**src/rtl/merger_pkg.sv**
```systemverilog
package merger_pkg;
   localparam int BANK_W  = 5;
   localparam int COL_W   = 6;
   localparam int RUN_W   = 2;
   localparam int STATE_W = COL_W + RUN_W;
   localparam int DATA_W  = BANK_W + STATE_W;
endpackage

```
**src/rtl/merge_prefix.sv**
```systemverilog
module merge_prefix #(
   parameter int NUM_BANKS       = 18,
   parameter int STATES_PER_BANK = 4,
   parameter int CNT_W           = 3,
   parameter int TOT_W           = 7
) (
   input  logic [NUM_BANKS*CNT_W-1:0] raw_counts,
   output logic [NUM_BANKS*CNT_W-1:0] clamped,
   output logic [NUM_BANKS*TOT_W-1:0] starts,
   output logic [TOT_W-1:0]           total
);
   localparam logic [CNT_W-1:0] CAP = CNT_W'(STATES_PER_BANK);

   logic [TOT_W-1:0] acc;
   logic [CNT_W-1:0] c;

   always_comb begin
      acc     = '0;
      c       = '0;
      clamped = '0;
      starts  = '0;
      for (int b = 0; b < NUM_BANKS; b++) begin
         c = raw_counts[b*CNT_W +: CNT_W];
         if (c > CAP) c = CAP;
         clamped[b*CNT_W +: CNT_W] = c;
         starts[b*TOT_W +: TOT_W]  = acc;
         acc = acc + TOT_W'(c);
      end
      total = acc;
   end
endmodule

```
**src/rtl/merge_pick.sv**
```systemverilog
module merge_pick
   import merger_pkg::*;
#(
   parameter int NUM_BANKS       = 18,
   parameter int STATES_PER_BANK = 4,
   parameter int CNT_W           = 3,
   parameter int TOT_W           = 7
) (
   input  logic [TOT_W-1:0]                           idx,
   input  logic [NUM_BANKS*CNT_W-1:0]                 counts,
   input  logic [NUM_BANKS*TOT_W-1:0]                 starts,
   input  logic [NUM_BANKS*STATES_PER_BANK*STATE_W-1:0] states,
   output logic [BANK_W-1:0]                          bank_sel,
   output logic [STATE_W-1:0]                         state_sel
);
   logic [TOT_W-1:0] lo;
   logic [TOT_W-1:0] hi;

   always_comb begin
      bank_sel  = '0;
      state_sel = '0;
      lo        = '0;
      hi        = '0;
      for (int b = 0; b < NUM_BANKS; b++) begin
         lo = starts[b*TOT_W +: TOT_W];
         hi = lo + TOT_W'(counts[b*CNT_W +: CNT_W]);
         if (idx >= lo && idx < hi) begin
            bank_sel = BANK_W'(b);
            for (int j = 0; j < STATES_PER_BANK; j++) begin
               if (idx - lo == TOT_W'(j))
                  state_sel = states[(b*STATES_PER_BANK + j)*STATE_W +: STATE_W];
            end
         end
      end
   end
endmodule

```
**src/rtl/row_state_merger.sv**
```systemverilog
module row_state_merger
   import merger_pkg::*;
#(
   parameter int NUM_BANKS       = 18,
   parameter int STATES_PER_BANK = 4,
   parameter int MAX_STATES      = 9,
   parameter int ROW_W           = 10,
   localparam int CNT_W  = $clog2(STATES_PER_BANK + 1),
   localparam int MCNT_W = $clog2(MAX_STATES + 1),
   localparam int HDR_W  = ROW_W + MCNT_W + 1,
   localparam int WORD_W = (HDR_W > DATA_W) ? HDR_W : DATA_W
) (
   input  logic                                       clk,
   input  logic                                       rst_n,
   input  logic                                       row_strobe,
   input  logic [ROW_W-1:0]                           row_addr,
   input  logic [NUM_BANKS*STATES_PER_BANK*STATE_W-1:0] bank_states,
   input  logic [NUM_BANKS*CNT_W-1:0]                 bank_counts,
   output logic                                       wr_valid,
   output logic                                       wr_header,
   output logic [WORD_W-1:0]                          wr_word
);
   localparam int TOT_W = $clog2(NUM_BANKS*STATES_PER_BANK + 1);
   localparam logic [TOT_W-1:0] LIMIT = TOT_W'(MAX_STATES);

   generate
      if (NUM_BANKS < 1 || NUM_BANKS > (1 << BANK_W)) begin : g_bad_banks
         $error("NUM_BANKS must fit the bank field");
      end
      if (MAX_STATES < 1 || MAX_STATES > NUM_BANKS*STATES_PER_BANK) begin : g_bad_limit
         $error("MAX_STATES out of range");
      end
      if (STATES_PER_BANK < 1 || ROW_W < 1) begin : g_bad_sizes
         $error("STATES_PER_BANK and ROW_W must be positive");
      end
   endgenerate

   logic [NUM_BANKS*STATES_PER_BANK*STATE_W-1:0] cap_states;
   logic [NUM_BANKS*CNT_W-1:0]                   cap_counts;
   logic [ROW_W-1:0]                             row_q;
   logic                                         active;
   logic [TOT_W-1:0]                             k;

   logic [NUM_BANKS*CNT_W-1:0] clamped;
   logic [NUM_BANKS*TOT_W-1:0] starts;
   logic [TOT_W-1:0]           total;
   logic [TOT_W-1:0]           accepted;
   logic [BANK_W-1:0]          bank_sel;
   logic [STATE_W-1:0]         state_sel;

   merge_prefix #(
      .NUM_BANKS(NUM_BANKS), .STATES_PER_BANK(STATES_PER_BANK),
      .CNT_W(CNT_W), .TOT_W(TOT_W)
   ) u_prefix (
      .raw_counts(cap_counts), .clamped(clamped), .starts(starts), .total(total)
   );

   merge_pick #(
      .NUM_BANKS(NUM_BANKS), .STATES_PER_BANK(STATES_PER_BANK),
      .CNT_W(CNT_W), .TOT_W(TOT_W)
   ) u_pick (
      .idx(k), .counts(clamped), .starts(starts), .states(cap_states),
      .bank_sel(bank_sel), .state_sel(state_sel)
   );

   assign accepted = (total > LIMIT) ? LIMIT : total;

   function automatic logic [WORD_W-1:0] make_header(input logic ovf,
                                                     input logic [TOT_W-1:0] n,
                                                     input logic [ROW_W-1:0] r);
      return WORD_W'({ovf, n[MCNT_W-1:0], r});
   endfunction

   always_ff @(posedge clk) begin
      if (!rst_n) begin
         active     <= 1'b0;
         k          <= '0;
         row_q      <= '0;
         cap_states <= '0;
         cap_counts <= '0;
         wr_valid   <= 1'b0;
         wr_header  <= 1'b0;
         wr_word    <= '0;
      end else begin
         wr_valid  <= 1'b0;
         wr_header <= 1'b0;
         if (row_strobe) begin
            if (active && total != '0) begin
               wr_valid  <= 1'b1;
               wr_header <= 1'b1;
               wr_word   <= make_header((k < accepted) || (total > LIMIT), k, row_q);
            end
            cap_states <= bank_states;
            cap_counts <= bank_counts;
            row_q      <= row_addr;
            active     <= 1'b1;
            k          <= '0;
         end else if (active) begin
            if (k < accepted) begin
               wr_valid <= 1'b1;
               wr_word  <= WORD_W'({bank_sel, state_sel});
               k        <= k + 1'b1;
            end else begin
               if (total != '0) begin
                  wr_valid  <= 1'b1;
                  wr_header <= 1'b1;
                  wr_word   <= make_header(total > LIMIT, k, row_q);
               end
               active <= 1'b0;
            end
         end
      end
   end

   // trackers for the output-side checks
   logic [TOT_W-1:0]  seen_words;
   logic [BANK_W-1:0] last_bank;

   always_ff @(posedge clk) begin
      if (!rst_n || row_strobe) begin
         seen_words <= '0;
         last_bank  <= '0;
      end else if (wr_valid && !wr_header) begin
         seen_words <= seen_words + 1'b1;
         last_bank  <= wr_word[DATA_W-1 -: BANK_W];
      end
   end

   assert_marker_valid_R8: assert property (@(posedge clk) disable iff (!rst_n)
      wr_header |-> wr_valid);

   assert_word_limit_R4: assert property (@(posedge clk) disable iff (!rst_n)
      (wr_valid && !wr_header) |-> (seen_words < LIMIT));

   assert_header_count_R5: assert property (@(posedge clk) disable iff (!rst_n)
      (wr_valid && wr_header) |-> (wr_word[ROW_W +: MCNT_W] <= MCNT_W'(MAX_STATES)));

   assert_empty_close_ovf_R6: assert property (@(posedge clk) disable iff (!rst_n)
      (wr_valid && wr_header && wr_word[ROW_W +: MCNT_W] == '0) |-> wr_word[ROW_W + MCNT_W]);

   assert_bank_order_R2: assert property (@(posedge clk) disable iff (!rst_n)
      (wr_valid && !wr_header) |-> (wr_word[DATA_W-1 -: BANK_W] >= last_bank));

   assert_bank_range_R3: assert property (@(posedge clk) disable iff (!rst_n)
      (wr_valid && !wr_header) |-> (32'(wr_word[DATA_W-1 -: BANK_W]) < NUM_BANKS));
endmodule

```
**config.mk**
```make
export PLATFORM = sky130hd
export DESIGN_NAME = row_state_merger
export DESIGN_NICKNAME = d
export VERILOG_FILES = /design/src/rtl/merger_pkg.sv /design/src/rtl/merge_prefix.sv /design/src/rtl/merge_pick.sv /design/src/rtl/row_state_merger.sv
export SDC_FILE = /design/constraint.sdc
export NUM_CORES = 2
export LEC_CHECK = 0
export CAP_MARGIN = 20
export CORE_UTILIZATION = 57
export CTS_CLUSTER_SIZE = 20
export DETAILED_ROUTE_END_ITERATION = 7
export PLACE_DENSITY = 0.81
export SLEW_MARGIN = 20
export SYNTH_ARGS = -nofsm -noshare
export SYNTH_HDL_FRONTEND = slang
export SYNTH_HIERARCHICAL = 1
export SYNTH_SLANG_ARGS = --single-unit
export TNS_END_PERCENT = 1
```
**constraint.sdc**
```tcl
create_clock -name clk -period 24.5 [get_ports clk]
set_input_delay 2.45 -clock clk [delete_from_list [all_inputs] [get_ports clk]]
set_output_delay 2.45 -clock clk [all_outputs]
set_load 0.01 [all_outputs]
```
==> results.py <==
metrics = {
    "outcome": {
        "outcome": "finished, final reports clean",
    },
    "synthesis": {
        "ys.warnings.count": 6,
        "synth_edf_count": 0,
        "synthArstFlopShare_pct": 0,
        "syn_area_um2": 45800,
        "yosys_register_bits": 665,
        "syn_inst": 5099,
        "yosysUniqueCellTypes": 115,
        "synthTopCellsByArea": "dfxtp_1, mux2i_1, ha_1",
        "avgSynthCellArea_um2": 8.98,
        "synth_top_area_cell": "dfxtp_1",
        "synth_flop_cell": "dfxtp_1",
        "synth_top_area_share_pct": 29.1,
        "ys_seq_area_share_pct": 29.1,
    },
    "global_route": {
        "grtUsageTotal_pct": 33.6,
        "grt_pass1_wl_um": 218000,
        "antenna_found_initial": 32,
        "grt_max_degree": 216,
        "overflow": 0,
        "grt_pass1_vias": 39300,
    },
    "die": {
        "die_x_um": 285,
        "die_area_um2": 81400,
        "ios": 660,
        "rows": 103,
        "core_um2": 79300,
        "initial_core_util_pct": 57.7,
        "dieHeight_um": 285,
    },
    "sta": {
        "max-slew-margin-rel_pct": 15.0,
        "rsz0062_at_grt": "false",
        "tightest_slew_ps": 1280,
        "post-route-min-period_ps": 15010,
        "finalClockSkew_ps": 37.3,
        "setup_tns_ps": 0,
        "finalSetupViolCount": 0,
        "slew_viol_final": 0,
        "fmax_ghz": 0.0666,
        "hold_viol_final": 0,
        "period_share_pct": 61.3,
    },
    "placed_design": {
        "dp_hpwl_um": 106000,
        "io_buffers": 659,
        "gp_routability_congestion": 0.959,
        "place_area_um2": 52900,
    },
    "critical_path": {
        "critPathMaxFanout": 31,
        "crit_arrival_ps": 15540,
        "crit_top_cell": "ha_1",
        "cp_top_family": "adder cells",
        "worstSetupStartpointType": "flip-flop",
        "critPathSlowestCell": "fa_1",
        "critPathRequiredTime_ps": 25030,
        "critical_path_buf_inv_count": 2,
        "slowest_delay_ps": 620,
        "critical_path_class": "flip-flop to flip-flop",
        "endpoint_kind": "flip-flop",
    },
    "clocking": {
        "cts_tree": "built",
        "root_buffer": "clkbuf_16",
        "cts_setup_buffers": 0,
        "postCtsHoldBufs": 0,
        "cts_buffer_depth": 3,
        "h-tree-depth": 3,
        "clkTransAtPathRegs_ps": 60,
        "post_cts_resized": 0,
        "cts_made_buffers": 74,
        "clk_latency_ps": 640,
        "cts.sinks": 665,
    },
    "flow_run": {
        "max-cap-violations": 0,
    },
    "route": {
        "drtPass1Iterations": 7,
        "drt_wl_total_um": 142000,
        "viasPerCell": 5.98,
        "wl_per_cell_um": 21.1,
        "vias": 40200,
        "drt_iter0_drc": 3184,
        "drcViolationCount": 0,
        "antenna_left": 0,
    },
    "finish": {
        "nets": 6640,
        "finish.instance_area_um2": 55500,
        "drive_above_1_share_pct": 6.38,
        "syn2layout_area_growth_pct": 21.2,
        "fillCellCount": 6290,
    },
    "hold_path": {
        "hp-class": "flip-flop to flip-flop",
    },
    "pwr": {
        "p_per_area_nw_per_um2": 144,
        "leakage_nw": 25.1,
        "ir_drop_mv": 0.165,
    },
}
==> layout make-up <==
| cell class | instances | area [um2] | share of cell area (%) |
|---|---|---|---|
| Antenna cell | 24 | 60.1 | 0.108 |
| Clock buffer | 103 | 2170 | 3.92 |
| Timing Repair Buffer | 695 | 6920 | 12.5 |
| Sequential cell | 665 | 13300 | 24.0 |
| Clock inverter | 31 | 369 | 0.665 |
| Tap cell | 1050 | 1310 | 2.37 |
| Multi-Input combinational cell | 3890 | 30300 | 54.6 |
| Inverter | 271 | 1020 | 1.85 |
==> power by group <==
part           internal, mW  leakage (nW)  switching (mW)
Sequential             1.16          5.49          0.0477
Combinational          2.32          18.4            3.28
Clock                 0.670          1.25           0.491
==> layer usage <==
metal	vias to the layer above	share of wire [%]	global-route usage, %
li1	19200	-	-
met1	19300	41	43.1
met2	1394	46	54.4
met3	315	7.5	6.52
met4	16	4.5	15.9
met5	-	0.072	0
==> per-stage QoR <==
stage               utilization, %  hold slack, ps  power (mW)  setup slack, ps  std cells
floorplan                        -             452        5.40            11500       5118
global placement              66.7             464        6.55            10010       6571
detailed placement            66.7             476        6.67             9550       6571
CTS                           69.9             489        7.87             9320       6705
global route                  70.0             514        8.55             8260       6726
finish                        70.0             486        7.96             9490       6729
==> worst reg2reg max path, delay by kind of cell (launching register included) <==
family	cells	cell delay [ps]
flops	1	460
buf+inv	2	360
mux	1	330
fa+ha+maj	18	6290
xor+xnor	15	4510
compound gates	6	1600
simple gates	8	1340
==> flip-flops by register name (all words and copies together), names as in the netlist <==
name,cells
cap_states,576
cap_counts,54
wr_word,15
row_q,10
k,7
active,1
wr_header,1
wr_valid,1
==> cell usage in the layout, fill, tap and decap left out, types with 95 or more instances in the layout <==
cell type	count
a21oi_1	217
xnor2_1	171
nor2b_1	95
dfxtp_1	659
a21o_1	114
clkdlybuf4s50_1	658
o21ai_0	121
mux2i_1	717
ha_1	347
inv_1	266
nand2_1	161
nor2_1	835
==> cells by family after synthesis <==
family	share of synthesized area [%]
simple gates	15.0
compound gates	13.7
mux	20.4
flops	29.1
buf+inv	4.95
fa+ha+maj	11.8
xor+xnor	5.04
other cells	0.0164
==> final timing paths <==
| check | start | to | slack (ps) | cells past startpoint |
|---|---|---|---|---|
| setup / recovery | cap_counts[2] | wr_word[1] | 9490 | 50 |
| hold / removal | cap_states[25] | cap_states[25] | 490 | 2 |
| setup reg to reg | cap_counts[2] | wr_word[1] | 9490 | 50 |
| hold reg to reg | cap_states[25] | cap_states[25] | 490 | 2 |
==> synth_stat cells (all sizes together) (16+ instances only) <==
| master | instances |
|---|---|
| o31ai | 26 |
| o211ai | 24 |
| a31oi | 44 |
| a211oi | 72 |
| clkbuf | 185 |
| and3 | 25 |
| nand4 | 21 |
| mux2 | 24 |
| o21a | 31 |
| xor2 | 39 |
| mux4 | 83 |
| inv | 271 |
| nor4 | 18 |
| buf | 107 |
| nand2 | 163 |
| or2 | 27 |
| a21o | 115 |
| nand2b | 71 |
| ha | 347 |
| nor2 | 836 |
| a21oi | 225 |
| or3 | 16 |
| nor2b | 95 |
| a211o | 17 |
| fa | 53 |
| mux2i | 719 |
| dfxtp | 665 |
| xnor2 | 182 |
| nand3 | 71 |
| o22ai | 29 |
| nor3 | 94 |
| o21ai | 131 |
No activity file was read; power rests on OpenSTA's default activity.
